### src/rtl/crc4_pkg.sv
package crc4_pkg;
  typedef enum logic [1:0] {
    ASZ_SHORT = 2'd0,
    ASZ_MID   = 2'd1,
    ASZ_LONG  = 2'd2,
    ASZ_RSVD  = 2'd3
  } asz_e;
endpackage

### src/rtl/crc4_pack.sv
module crc4_pack
  import crc4_pkg::*;
#(
  parameter int ADDR_W  = 10,
  parameter int DATA_W  = 8,
  parameter int A_SHORT = 5,
  parameter int A_MID   = 8,
  parameter int PACK_W  = ADDR_W + DATA_W + 1,
  parameter int LEN_W   = $clog2(PACK_W + 1)
) (
  input  logic [1:0]        asz_i,
  input  logic [ADDR_W-1:0] addr_i,
  input  logic [DATA_W-1:0] data_i,
  output logic [PACK_W-1:0] word_o,
  output logic [LEN_W-1:0]  len_o,
  output logic              valid_o
);
  logic [LEN_W-1:0]  abits;
  logic [ADDR_W-1:0] amask;

  always_comb begin
    valid_o = 1'b1;
    case (asz_e'(asz_i))
      ASZ_SHORT: abits = LEN_W'(A_SHORT);
      ASZ_MID:   abits = LEN_W'(A_MID);
      ASZ_LONG:  abits = LEN_W'(ADDR_W);
      default: begin
        abits   = LEN_W'(ADDR_W);
        valid_o = 1'b0;
      end
    endcase
    // full-width address wraps the shift to zero, so the mask becomes all ones
    amask  = (ADDR_W'(1) << abits) - ADDR_W'(1);
    word_o = (PACK_W'(data_i) << (abits + LEN_W'(1)))
           | (PACK_W'(addr_i & amask) << 1)
           | PACK_W'(1);
    len_o  = abits + LEN_W'(DATA_W + 1);
  end
endmodule

### src/rtl/crc4_step.sv
module crc4_step #(
  parameter int          CRC_W = 4,
  parameter logic [CRC_W-1:0] POLY = 4'hC
) (
  input  logic [CRC_W-1:0] crc_i,
  input  logic             bit_i,
  output logic [CRC_W-1:0] crc_o
);
  logic fb;
  assign fb = crc_i[0] ^ bit_i;

  for (genvar i = 0; i < CRC_W - 1; i++) begin : g_tap
    assign crc_o[i] = crc_i[i+1] ^ (fb & POLY[i]);
  end
  assign crc_o[CRC_W-1] = fb & POLY[CRC_W-1];
endmodule

### src/rtl/cmd_crc4.sv
module cmd_crc4
  import crc4_pkg::*;
#(
  parameter int          ADDR_W  = 10,
  parameter int          DATA_W  = 8,
  parameter int          A_SHORT = 5,
  parameter int          A_MID   = 8,
  parameter int          CRC_W   = 4,
  parameter logic [CRC_W-1:0] POLY = 4'hC,
  parameter logic [CRC_W-1:0] SEED = 4'h5
) (
  input  logic              clk,
  input  logic              rst,
  input  logic              start_i,
  input  logic [1:0]        asz_i,
  input  logic [ADDR_W-1:0] addr_i,
  input  logic [DATA_W-1:0] data_i,
  output logic [CRC_W-1:0]  crc_o,
  output logic              done_o
);
  localparam int PACK_W = ADDR_W + DATA_W + 1;
  localparam int LEN_W  = $clog2(PACK_W + 1);

  logic [PACK_W-1:0] pk_word;
  logic [LEN_W-1:0]  pk_len;
  logic              pk_valid;
  logic [PACK_W-1:0] sh_q;
  logic [LEN_W-1:0]  cnt_q;
  logic              busy_q;
  logic [CRC_W-1:0]  acc_q, acc_nx, crc_q;
  logic              done_q;

  crc4_pack #(
    .ADDR_W(ADDR_W), .DATA_W(DATA_W), .A_SHORT(A_SHORT), .A_MID(A_MID),
    .PACK_W(PACK_W), .LEN_W(LEN_W)
  ) u_pack (
    .asz_i(asz_i), .addr_i(addr_i), .data_i(data_i),
    .word_o(pk_word), .len_o(pk_len), .valid_o(pk_valid)
  );

  crc4_step #(.CRC_W(CRC_W), .POLY(POLY)) u_step (
    .crc_i(acc_q), .bit_i(sh_q[0]), .crc_o(acc_nx)
  );

  always_ff @(posedge clk) begin
    if (rst) begin
      sh_q   <= '0;
      cnt_q  <= '0;
      busy_q <= 1'b0;
      acc_q  <= '0;
      crc_q  <= '0;
      done_q <= 1'b0;
    end else begin
      done_q <= 1'b0;
      if (start_i && pk_valid) begin
        acc_q  <= SEED;
        sh_q   <= pk_word;
        cnt_q  <= pk_len;
        busy_q <= 1'b1;
      end else if (busy_q) begin
        acc_q <= acc_nx;
        sh_q  <= sh_q >> 1;
        cnt_q <= cnt_q - LEN_W'(1);
        if (cnt_q == LEN_W'(1)) begin
          busy_q <= 1'b0;
          done_q <= 1'b1;
          crc_q  <= acc_nx;
        end
      end
    end
  end

  assign crc_o  = crc_q;
  assign done_o = done_q;

  // the completion flag never lasts two cycles
  assert_done_pulse_R5: assert property (@(posedge clk) disable iff (rst)
    done_o |=> !done_o);

  // a run in progress always has bits left to process
  assert_busy_count_R5: assert property (@(posedge clk) disable iff (rst)
    busy_q |-> (cnt_q != '0));

  // an accepted start loads one of the three legal string lengths
  assert_len_R4: assert property (@(posedge clk) disable iff (rst)
    (start_i && pk_valid) |=> (cnt_q == LEN_W'(A_SHORT + DATA_W + 1)
                            || cnt_q == LEN_W'(A_MID + DATA_W + 1)
                            || cnt_q == LEN_W'(ADDR_W + DATA_W + 1)));

  // the result only moves together with the done flag
  assert_crc_hold_R6: assert property (@(posedge clk) disable iff (rst)
    !done_o |=> (done_o || $stable(crc_o)));

  // a reserved-size start on an idle block leaves it idle
  assert_reserved_R7: assert property (@(posedge clk) disable iff (rst)
    (start_i && asz_i == 2'd3 && !busy_q) |=> !busy_q);

  // an accepted start is never followed directly by a done pulse
  assert_restart_R8: assert property (@(posedge clk) disable iff (rst)
    (start_i && pk_valid) |=> !done_o);
endmodule

### config.mk
export PLATFORM = sky130hd
export DESIGN_NAME = cmd_crc4
export DESIGN_NICKNAME = d
export VERILOG_FILES = /design/src/rtl/crc4_pkg.sv /design/src/rtl/crc4_pack.sv /design/src/rtl/crc4_step.sv /design/src/rtl/cmd_crc4.sv
export SDC_FILE = /design/constraint.sdc
export NUM_CORES = 1
export LEC_CHECK = 0
export ABC_CLOCK_PERIOD_IN_PS = 5000
export BUFFER_PORTS_ARGS = -buffer_cell sky130_fd_sc_hd__clkbuf_2
export CORE_UTILIZATION = 60
export CTS_BUF_LIST = sky130_fd_sc_hd__clkbuf_8 sky130_fd_sc_hd__clkbuf_16
export DETAILED_ROUTE_END_ITERATION = 8
export GPL_ROUTABILITY_DRIVEN = 0
export GPL_TIMING_DRIVEN = 0
export PLACE_DENSITY = 0.93
export SLEW_MARGIN = 20
export SYNTH_ARGS = -nofsm -noshare
export SYNTH_HDL_FRONTEND = slang
export SYNTH_SLANG_ARGS = --single-unit
### constraint.sdc
create_clock -name clk -period 5 [get_ports clk]
set_input_delay 0.75 -clock clk [delete_from_list [all_inputs] [get_ports clk]]
set_output_delay 0.75 -clock clk [all_outputs]
set_load 0.01 [all_outputs]
Word-level counts from Yosys, hierarchy flattened
Index checks and enable logic that the tools add are counted.
{"block": "word_totals", "memories": 0, "latch_bits": 0, "word_cells": 41, "mem_bits_ro": 0, "in_bits": 23, "register_bits": 34, "out_inout_bits": 5, "mem_bits_rw": 0}
{"block": "classes", "muxes": 12, "add_sub_neg": 4, "n_lt_le_gt_ge": 0, "div_mod_pow": 0, "n_mul": 0, "n_eq_ne": 3, "reduce_logical": 7, "n_shift": 2, "bitwise_logic": 6}
{"cell": "2-to-1 mux 19 bit", "count": 2}
{"cell": "bitwise OR 19 bit", "count": 1}
{"cell": "left shift 8 x 5 -> 19 bit", "count": 1}
{"cell": "bitwise AND 10 bit", "count": 1}
{"cell": "2-to-1 mux 5 bit", "count": 2}
{"cell": "left shift 1 x 4 -> 10 bit, first input constant", "count": 1}
{"cell": "subtractor 10 x 2 -> 10 bit, second input constant", "count": 1}
{"cell": "case mux 4 bit (2 select lines)", "count": 1}
{"cell": "2-to-1 mux 3 bit", "count": 2}
{"cell": "OR reduction 3 bit", "count": 2}
{"cell": "adder 4 x 1 -> 5 bit, second input constant", "count": 1}
{"cell": "adder 4 x 4 -> 5 bit, second input constant", "count": 1}
{"cell": "== test 5 x 1 -> 1 bit, second input constant", "count": 1}
{"cell": "2-to-1 mux 1 bit", "count": 5}
{"cell": "subtractor 5 x 1 -> 5 bit, second input constant", "count": 1}
{"cell": "AND reduction 3 bit", "count": 1}
{"cell": "== test 2 x 1 -> 1 bit, second input constant", "count": 1}
{"cell": "== test 2 bit, second input constant", "count": 1}
{"cell": "zero test 2 bit", "count": 1}
{"cell": "inverter 1 bit", "count": 2}
{"cell": "nonzero test 2 bit", "count": 1}
{"cell": "OR reduction 2 bit", "count": 1}
{"cell": "bitwise XOR 1 bit", "count": 2}
{"cell": "logical AND 1 bit", "count": 1}

Longest topological paths before layout
Gate-level depths: netlist of run 1.
{"block": "logic_depth", "ltp_word": 7, "mapped_depth": 8, "mapped_depth_nobuf": 7}

Modules after synthesis
From an unflattened synthesis of run 1, not the netlist that was laid out.
{"block": "hier_totals", "hier_cells": 215, "hier_area_um2": 1940.6}
{"mod": "cmd_crc4", "cells_each": 155, "area_per_inst_um2": 1526.5, "n_inst": 1, "seq_area_each_um2": 680.7}
{"mod": "crc4_pack", "cells_each": 55, "area_per_inst_um2": 359.1, "n_inst": 1, "seq_area_each_um2": 0.0}
{"mod": "crc4_step", "cells_each": 5, "area_per_inst_um2": 55.1, "n_inst": 1, "seq_area_each_um2": 0.0}

Least setup slack after synthesis of run 1
No wires, ideal clock.
{"block": "synth_timing", "path_type": "input port to flip-flop", "from": "in asz_i[0]", "to": "reg sh_q[6]", "arrival_time_ps": 2015, "required_time_ps": 4925, "setup_time_ps": 75, "path_slack_ps": 2910, "stages": 8, "path_buffers": 1, "cell_sequence": "buf_6 and2b_1 inv_1 ha_1 or3b_1 a21oi_1 a31oi_1 o22ai_1"}
{"block": "synth_between", "elab_chain_cells": 7, "word_cells_on_any_way": 15, "classes_between": "2 x add/sub; 2 x eq/ne; 2 x shift; 3 x mux; 2 x bitwise; 4 x reduce/logical"}
{"element": "start: declaration", "line_no": "cmd_crc4.sv:15", "text": "input logic [1:0] asz_i,"}
{"element": "== test 2 x 1 -> 1 bit / zero test 2 bit (equally long branches)", "line_no": "crc4_pack.sv:23", "text": "case (asz_e'(asz_i))"}
{"element": "case mux 4 bit (2 select lines)", "line_no": "crc4_pack.sv:23"}
{"element": "left shift 1 x 4 -> 10 bit", "line_no": "crc4_pack.sv:33", "text": "amask = (ADDR_W'(1) << abits) - ADDR_W'(1);"}
{"element": "subtractor 10 x 2 -> 10 bit", "line_no": "crc4_pack.sv:33"}
{"element": "bitwise AND 10 bit", "line_no": "crc4_pack.sv:35", "text": "| (PACK_W'(addr_i & amask) << 1)"}
{"element": "bitwise OR 19 bit", "line_no": "crc4_pack.sv:35"}
{"element": "2-to-1 mux 19 bit", "line_no": "cmd_crc4.sv:55", "text": "if (start_i && pk_valid) begin"}
{"element": "end signal: assignment", "line_no": "cmd_crc4.sv:57", "text": "sh_q <= pk_word;"}
{"element": "end signal: assignment", "line_no": "cmd_crc4.sv:62", "text": "sh_q <= sh_q >> 1;"}
{"element": "end: declaration", "line_no": "cmd_crc4.sv:27", "text": "logic [PACK_W-1:0] sh_q;"}
Several ways; a longest one is shown, not always the timed one.
A chain may end at the register's enable or synchronous reset.

Final worst setup path of run 1
Ends and elaborated chain as after synthesis.

==> results.json, run 1 <==
{
  "core_um2": 2850,
  "clock-root-buffer": "clkbuf_8",
  "cp_max_fo": 10,
  "num_vias": 1658,
  "ant_nets": 0,
  "cap_violations": 0,
  "final_nets": 269,
  "cts.sinks": 34,
  "finalSetupViolCount": 0,
  "p_leak_uw": 0.000937,
  "multi_input_area_um2": 1060,
  "clkLatencyLatePin_ns": 0.29,
  "min_path_cells": 2,
  "cts_tree": "yes",
  "reg2reg_depth": 5,
  "drv_slew": 0,
  "drt_iter0_markers": 72,
  "rsz0062_at_grt": "no",
  "outcome": "completed",
  "timing.slew.headroom_pct": 65.7,
  "rows": 19,
  "yosys.area.top_type_share_pct": 36.3,
  "cts_hold_buf": 0,
  "die_area_um2": 3360,
  "post-place-cells": 266,
  "fin_skew_ns": 0.00253,
  "synth_ff_type": "dfxtp_1",
  "required_ns": 5.22,
  "ys_async_sr_fraction_pct": 0,
  "first_pass_iters": 4,
  "grt-ovfl-total": 0,
  "netlist_instances": 207,
  "synth.distinct_cells": 50,
  "synth_xor_area_share_pct": 2.80,
  "layout_min_cycle_time_ns": 2.10,
  "wl_mm": 4.61,
  "cts_setup_buffers": 0,
  "routedWlPerCell_um": 16.8,
  "syn_area_um2": 1880,
  "setup_tns_ns": 0,
  "grt_pass1_wl_mm": 7.40,
  "synthSimpleGateAreaFrac_pct": 18.1,
  "diodes": 0,
  "endpoint_kind": "flip-flop",
  "die_w_um": 57.9,
  "yosysWarnings": 0,
  "io_buffers": 27,
  "crit_type": "primary input to flip-flop",
  "synthAdderAreaFrac_pct": 2.67,
  "post_synth_mux_area_share_pct": 11.3,
  "synth_area_leaders": "dfxtp_1 (36%), mux2i_1 (11%), a21oi_1 (6.1%)",
  "ys_seq_area_share_pct": 36.3,
  "fillers": 195,
  "clk_pin_slew_ns": 0.07,
  "synth-edff-count": 0,
  "peakVddDrop_mv": 0.241,
  "drive_gt1_share_pct": 24.3,
  "cts_max_level": 2,
  "tightest_slew_ns": 0.515,
  "hold_viol_final": 0,
  "grt_start_max_net_pins": 12,
  "seq_area_um2": 681,
  "synth_top_family_by_area": "compound AO/OA/AOI/OAI gates",
  "cts_resized": 0,
  "grt_pass1_vias": 1535,
  "die_y_um": 57.9,
  "drc": 0,
  "avgSynthCellArea_um2": 9.07,
  "start_util_pct": 65.8,
  "yosys.area.top_type": "dfxtp_1",
  "areaGrowthSynthToFinish_pct": 17.1,
  "start_kind": "primary input",
  "finalCritPeriodShare_pct": 42.0,
  "ios": 28,
  "fmax_ghz": 0.476,
  "cts_buffers": 5,
  "synth_compound_area_share_pct": 21.3,
  "finalNonFillerCells": 274,
  "grtUsageTotal_pct": 30.3,
  "cts.path.max_buffers": 2,
  "arrival_ns": 2.32,
  "antenna_found_initial": 0,
  "yosysMostFrequentCell": "dfxtp_1",
  "netlist_top_cells_count": "dfxtp_1 (34), a21oi_1 (23), mux2i_1 (20)",
  "hp-class": "flip-flop to flip-flop",
  "synth_seq_cells": 34,
  "viasPerCell": 6.05,
  "place_hpwl_mm": 3.16,
  "power_density_nw_per_um2": 342
}
==> sequential cells by signal, indices dropped and copies added (netlist names) <==
| signal | count |
|---|---|
| cnt_q | 5 |
| busy_q | 1 |
| sh_q | 19 |
| done_o | 1 |
| crc_o | 4 |
| acc_q | 4 |
==> cell type report <==
cell class                      instances  area share (%)
Timing Repair Buffer                   27            6.15
Multi-Input combinational cell        149            48.3
Tap cell                               31            1.77
Clock inverter                          2            2.73
Sequential cell                        34            31.0
Clock buffer                            6            3.76
Inverter                               11            1.88
Buffer                                 14            4.44
==> through the flow <==
stage / hold WS [ns] / power (µW) / area (µm²) / utilization [%] / worst slack, ns
finish: 0.487 / 750 / 2200 / 77.0 / 2.90
global route: 0.511 / 776 / 2200 / 77.0 / 2.77
CTS: 0.481 / 747 / 2200 / 77.0 / 2.94
detailed placement: 0.457 / 435 / 2050 / 72.0 / 2.63
global placement: 0.450 / 431 / 2050 / 72.0 / 2.65
floorplan: 0.475 / 401 / 1880 / - / 2.91
==> report_power, final <==
group          leakage, µW  internal (µW)  switching, µW
clock            0.0000714            213            103
sequential        0.000279            289           12.1
combinational     0.000587           60.9           72.7
==> layer usage <==
layer / share of wire (%) / GRT usage [%] / routed length [µm] / vias up
met2: 49 / 49.4 / 2250 / 64
met3: 7.3 / 8.04 / 335 / 11
met5: 0 / 0 / 0 / -
li1: - / - / - / 815
met4: 2.0 / 13.3 / 92 / 0
met1: 42 / 37.6 / 1940 / 768
==> layout by cell type, fill, tap and decap left out, drive strengths merged, types with 6 or more instances in the layout <==
| cell type | n |
|---|---|
| nand2 | 13 |
| a31oi | 6 |
| inv | 11 |
| nor2 | 17 |
| xnor2 | 6 |
| clkbuf | 35 |
| buf | 12 |
| a21oi | 23 |
| mux2i | 20 |
| dfxtp | 34 |
| nor3 | 7 |
==> critical path, stage by stage <==
cell,delay [ns]
clkbuf_2,0.10
buf_6,0.16
and2b_1,0.23
inv_1,0.07
ha_1,0.28
or3b_1,0.38
a21oi_1,0.13
a31oi_1,0.05
o22ai_1,0.17
==> worst paths after layout <==
| check | startpoint | to | slack, ns |
|---|---|---|---|
| setup / recovery | asz_i[0] | sh_q[6] | 2.90 |
| hold / removal | crc_o[3] | crc_o[3] | 0.49 |
| setup reg to reg | cnt_q[0] | crc_o[3] | 3.59 |
| hold reg to reg | crc_o[3] | crc_o[3] | 0.49 |
==> cell families (layout without fill, tap and decap cells) <==
family / count (synthesis) / count (layout)
flip-flops: 34 / 34
adder cells (fa/ha/maj): 4 / 4
multiplexers: 21 / 21
buffers and inverters: 25 / 60
AO/OA/AOI/OAI: 57 / 57
XOR/XNOR: 6 / 6
AND/OR/NAND/NOR: 59 / 59
other: 1 / 2
Power figures use the tool's default switching activity.
==> run 2, diff against run 1 <==
--- a/config.mk
+++ b/config.mk
@@ -5,14 +5,14 @@
 export SDC_FILE = /design/constraint.sdc
 export NUM_CORES = 1
 export LEC_CHECK = 0
-export ABC_CLOCK_PERIOD_IN_PS = 5000
+export ABC_CLOCK_PERIOD_IN_PS = 1900
 export BUFFER_PORTS_ARGS = -buffer_cell sky130_fd_sc_hd__clkbuf_2
-export CORE_UTILIZATION = 60
+export CORE_UTILIZATION = 51
 export CTS_BUF_LIST = sky130_fd_sc_hd__clkbuf_8 sky130_fd_sc_hd__clkbuf_16
 export DETAILED_ROUTE_END_ITERATION = 8
 export GPL_ROUTABILITY_DRIVEN = 0
 export GPL_TIMING_DRIVEN = 0
-export PLACE_DENSITY = 0.93
+export PLACE_DENSITY = 0.85
 export SLEW_MARGIN = 20
 export SYNTH_ARGS = -nofsm -noshare
 export SYNTH_HDL_FRONTEND = slang
==> constraint.sdc (replaced) <==
create_clock -name clk -period 1.9 [get_ports clk]
set_input_delay 0.285 -clock clk [delete_from_list [all_inputs] [get_ports clk]]
set_output_delay 0.285 -clock clk [all_outputs]
set_load 0.01 [all_outputs]
==> run 2 against run 1 <==
Effect of this change: sequential cell count unchanged; non-clock buffer count unchanged; sequential power grew to 2.6 times the previous value; critical path depth did not move; via count down 3.4%; worst setup slack got worse by 2.6 ns; core utilization is 14 points lower; worst hold slack worse by 0.26 ns; largest power group is now sequential cells.
==> results.json, run 2 (synthesized netlist as in run 1, its figures left out) <==
{
  "start_kind": "primary input",
  "timing.slew.headroom_pct": 65.7,
  "drc": 0,
  "peakVddDrop_mv": 0.442,
  "rsz0062_at_grt": "no",
  "routedWlPerCell_um": 14.3,
  "cp_slowest_cell": "or3b_1",
  "largest_reg_flops": 19,
  "io_buffers": 27,
  "place_area_um2": 2070,
  "grt_start_max_net_pins": 12,
  "crit_type": "primary input to flip-flop",
  "arrival_ns": 1.85,
  "p_leak_uw": 0.000913,
  "place_hpwl_mm": 3.16,
  "grt_pass1_vias": 1550,
  "grt_pass1_wl_mm": 7.05,
  "fin_skew_ns": 0.00685,
  "required_ns": 2.11,
  "hold_end": "sh_q[4]",
  "hold_viol_final": 0,
  "clk_pin_slew_ns": 0.06,
  "final_cell_mix": "dfxtp_1 (34), clkbuf_2 (27), a21oi_1 (23), mux2i_1 (20), nor2_1 (16)",
  "outcome": "completed",
  "cts_hold_buf": 0,
  "cts.sinks": 34,
  "cp_num_buf_inv": 3,
  "fmax_ghz": 0.609,
  "final_util_pct": 63.0,
  "cts_tree": "yes",
  "areaGrowthSynthToFinish_pct": 15.5,
  "power_density_nw_per_um2": 779,
  "grt-ovfl-total": 0,
  "cts_buffers": 5,
  "critPathTopFamily": "simple AND/OR/NAND/NOR gates",
  "cp_slowest_stage_delay_ns": 0.38,
  "design_area_um2": 2170,
  "final_common_cell": "dfxtp_1",
  "regToRegStartpoint": "cnt_q[0]",
  "endpoint_kind": "flip-flop",
  "finalSetupViolCount": 0,
  "viasPerCell": 5.54,
  "die_area_um2": 3930,
  "r2r_slack_ns": 0.52,
  "diodes": 0,
  "antenna_found_initial": 0,
  "core_um2": 3440,
  "crit-reg2reg-capture": "crc_o[3]",
  "reg_top3": "sh_q x19, cnt_q x5",
  "clkLatencyLatePin_ns": 0.29,
  "hold_start": "addr_i[3]",
  "grtUsageTotal_pct": 23.6,
  "layout_min_cycle_time_ns": 1.64,
  "clock-root-buffer": "clkbuf_8",
  "rows": 21,
  "start_util_pct": 54.5,
  "die_y_um": 62.7,
  "cp_max_fo": 10,
  "tightest_slew_ns": 0.514,
  "cts_setup_buffers": 0,
  "cts_max_level": 2,
  "cts_resized": 0,
  "cap_violations": 0,
  "finalCritPeriodShare_pct": 86.5,
  "top_register": "sh_q",
  "final_nets": 269,
  "first_pass_iters": 4,
  "num_vias": 1602,
  "ios": 28,
  "hp-class": "primary input to flip-flop",
  "min_path_cells": 3,
  "cts.path.max_buffers": 2,
  "reg2reg_depth": 5,
  "cp_cell_sequence": "clkbuf_2, buf_6, and2b_1, inv_1, ha_1, or3b_1, a21oi_1, a31oi_1, o22ai_1",
  "drive_gt1_share_pct": 24.3,
  "drt_iter0_markers": 83,
  "drv_slew": 0,
  "ant_nets": 0,
  "die_w_um": 62.7,
  "wl_mm": 4.14
}
-- run 2: final cells by class --
class	instances	area (µm²)
clock buffer	6	82.6
tap	46	57.6
fill	308	1270
timing repair buffer	27	135
multi-input combinational	149	1060
clock inverter	2	12.5
inverter	11	41.3
sequential	34	681
buffer	14	97.6
-- run 2: how the worst max path moves through the flow --
stage	startpoint	endpoint	slack, ns	cells after the start
2_1_floorplan	asz_i[0]	sh_q[6]	0.27	8
3_3_place_gp	asz_i[0]	sh_q[7]	0.01	9
3_5_place_dp	asz_i[0]	sh_q[7]	-0.03	9
4_1_cts	asz_i[0]	sh_q[7]	0.28	9
5_1_grt	asz_i[0]	sh_q[7]	0.16	9
6_report	asz_i[0]	sh_q[7]	0.26	9
-- run 2: worst reg2reg max path, cell delays in order, from the launching register on --
cell and delay [ns]:
dfxtp_1 0.38, ha_1 0.18, nor3b_2 0.21, nand3_2 0.18, or2_1 0.25, a21oi_1 0.11
-- run 2: report_power, final --
group / internal [µW] / total, µW / switching [µW]
clock: 291 / 554 / 263
combinational: 160 / 347 / 186
sequential: 760 / 788 / 28.4
-- run 2: through the flow --
step           setup slack [ns]  cells  total power, µW  TNS [ns]  hold slack, ns
5_1_grt                   0.157    289             1770         0           0.232
3_5_place_dp            -0.0250    281             1150   -0.0287           0.447
3_3_place_gp             0.0138    281             1140         0           0.450
4_1_cts                   0.276    289             1690         0           0.221
6_report                  0.257    289             1690         0           0.226
2_1_floorplan             0.275    208             1050         0           0.395
-- run 2: per-layer routing --
metal / up-vias / part of all wire, % / GRT usage (%)
li1: 809 / - / -
met1: 742 / 45 / 28.5
met2: 42 / 47 / 38.6
met3: 9 / 5.7 / 4.74
met4: 0 / 2.2 / 13.7
met5: - / 0 / 0
==> run 3, diff against run 2 <==
--- a/config.mk
+++ b/config.mk
@@ -7,12 +7,12 @@
 export LEC_CHECK = 0
 export ABC_CLOCK_PERIOD_IN_PS = 1900
 export BUFFER_PORTS_ARGS = -buffer_cell sky130_fd_sc_hd__clkbuf_2
-export CORE_UTILIZATION = 51
+export CORE_UTILIZATION = 50
 export CTS_BUF_LIST = sky130_fd_sc_hd__clkbuf_8 sky130_fd_sc_hd__clkbuf_16
 export DETAILED_ROUTE_END_ITERATION = 8
 export GPL_ROUTABILITY_DRIVEN = 0
 export GPL_TIMING_DRIVEN = 0
-export PLACE_DENSITY = 0.85
+export PLACE_DENSITY = 0.84
 export SLEW_MARGIN = 20
 export SYNTH_ARGS = -nofsm -noshare
 export SYNTH_HDL_FRONTEND = slang
==> run 3 against run 2 <==
Effect of this change: worst setup slack got worse by 0.074 ns; power increased by 0.80%; non-clock buffer count unchanged; sequential cell count unchanged; via count increased by 3.6%; core utilization decreased by 0.48 points; maximum frequency decreased by 4.3%; cell area unchanged; combinational power increased by 1%; register-to-register slack about the same; largest cell class unchanged; largest power group unchanged.
==> results.json, run 3 (synthesized netlist as in run 1, its figures left out) <==
{
  "arrival_ns": 1.92,
  "cts.sinks": 34,
  "cp_max_fo": 10,
  "clk_pin_slew_ns": 0.06,
  "cts_tree": "yes",
  "fmax_ghz": 0.583,
  "endpoint_kind": "flip-flop",
  "core_um2": 3470,
  "reg_top3": "sh_q x19, cnt_q x5",
  "tightest_slew_ns": 0.511,
  "areaGrowthSynthToFinish_pct": 15.5,
  "die_w_um": 63.3,
  "largest_reg_flops": 19,
  "start_kind": "primary input",
  "clock-root-buffer": "clkbuf_8",
  "final_util_pct": 62.5,
  "diodes": 0,
  "drt_iter0_markers": 136,
  "fillers": 301,
  "grt-ovfl-total": 0,
  "timing.slew.headroom_pct": 65.9,
  "fin_skew_ns": 0.00795,
  "final_common_cell": "dfxtp_1",
  "finalSetupViolCount": 0,
  "r2r_slack_ns": 0.51,
  "met2_usage_pct": 38.3,
  "hp-class": "primary input to flip-flop",
  "final_cell_mix": "dfxtp_1 (34), clkbuf_2 (27), a21oi_1 (23), mux2i_1 (20), nor2_1 (16)",
  "met1_usage_pct": 28.6,
  "cts_resized": 0,
  "hold_slack_ns": 0.231,
  "die_area_um2": 4000,
  "antenna_found_initial": 0,
  "clkLatencyLatePin_ns": 0.29,
  "rsz0062_at_grt": "no",
  "place_hpwl_mm": 3.23,
  "crit_cells": 9,
  "drv_slew": 0,
  "cp_slowest_stage_delay_ns": 0.38,
  "peakVddDrop_mv": 0.534,
  "crit_type": "primary input to flip-flop",
  "cts_max_level": 2,
  "grt_pass1_vias": 1618,
  "grt_start_max_net_pins": 12,
  "drive_gt1_share_pct": 24.3,
  "power_density_nw_per_um2": 785,
  "routedWlPerCell_um": 15.3,
  "ios": 28,
  "viasPerCell": 5.74,
  "cts_hold_buf": 0,
  "start_util_pct": 54.1,
  "grtUsageTotal_pct": 23.6,
  "top_register": "sh_q",
  "cts_buffers": 5,
  "cp_cell_sequence": "clkbuf_2, buf_6, and2b_1, inv_1, ha_1, or3b_1, a21oi_1, a31oi_1, o22ai_1",
  "final_nets": 269,
  "layout_min_cycle_time_ns": 1.72,
  "met3_usage_pct": 7.07,
  "finalPower_uw": 1700,
  "cts.path.max_buffers": 2,
  "finalCritPeriodShare_pct": 90.3,
  "cts_setup_buffers": 0,
  "reg2reg_depth": 5,
  "num_vias": 1659,
  "critPathTopFamily": "simple AND/OR/NAND/NOR gates",
  "die_y_um": 63.3,
  "min_path_cells": 2,
  "setup_tns_ns": 0,
  "p_leak_uw": 0.000913,
  "wl_mm": 4.42,
  "required_ns": 2.11,
  "io_buffers": 27,
  "cp_slowest_cell": "or3b_1",
  "ant_nets": 0,
  "busiest_layer": "met2",
  "cap_violations": 0,
  "rows": 21,
  "drc": 0,
  "first_pass_iters": 4,
  "grt_pass1_wl_mm": 7.25,
  "hold_viol_final": 0,
  "cp_num_buf_inv": 3,
  "outcome": "completed"
}
-- run 3: cell counts in the layout (fill, tap and decap cells not counted) --
Identical to the previous run, type by type.
-- run 3: power breakdown --
group	switching [µW]	leakage [µW]	total (µW)	internal, µW
clock network	271	0.0000472	562	291
logic	191	0.000587	351	160
registers	29.3	0.000279	789	759
-- run 3: final cells by class --
cell class	count	area (µm²)	share of cell area (%)
clock inverter	2	12.5	0.577
sequential	34	681	31.4
clock buffer	6	82.6	3.81
buffer	14	97.6	4.50
inverter	11	41.3	1.90
timing repair buffer	27	135	6.23
tap	46	57.6	2.65
multi-input combinational	149	1060	48.9
-- run 3: metrics by stage --
| step | cells | setup WS (ns) | instance area, µm² |
|---|---|---|---|
| final | 289 | 0.183 | 2170 |
| after global routing | 289 | 0.0988 | 2170 |
| after CTS | 289 | 0.186 | 2170 |
| after detailed placement | 281 | -0.0537 | 2070 |
| after global placement | 281 | -0.0185 | 2070 |
| after floorplan | 208 | 0.275 | 1880 |
-- run 3: final timing paths --
check,end,start
worst max-delay path,sh_q[7],asz_i[0]
worst min-delay path,sh_q[11],data_i[0]
worst max register to register,crc_o[3],cnt_q[0]
worst min register to register,crc_o[3],crc_o[3]
-- run 3: metal layers --
metal  up-vias  wire length, µm
met5         -                0
met1       771             1970
met3        11              268
li1        813                -
met2        64             2070
met4         0              104
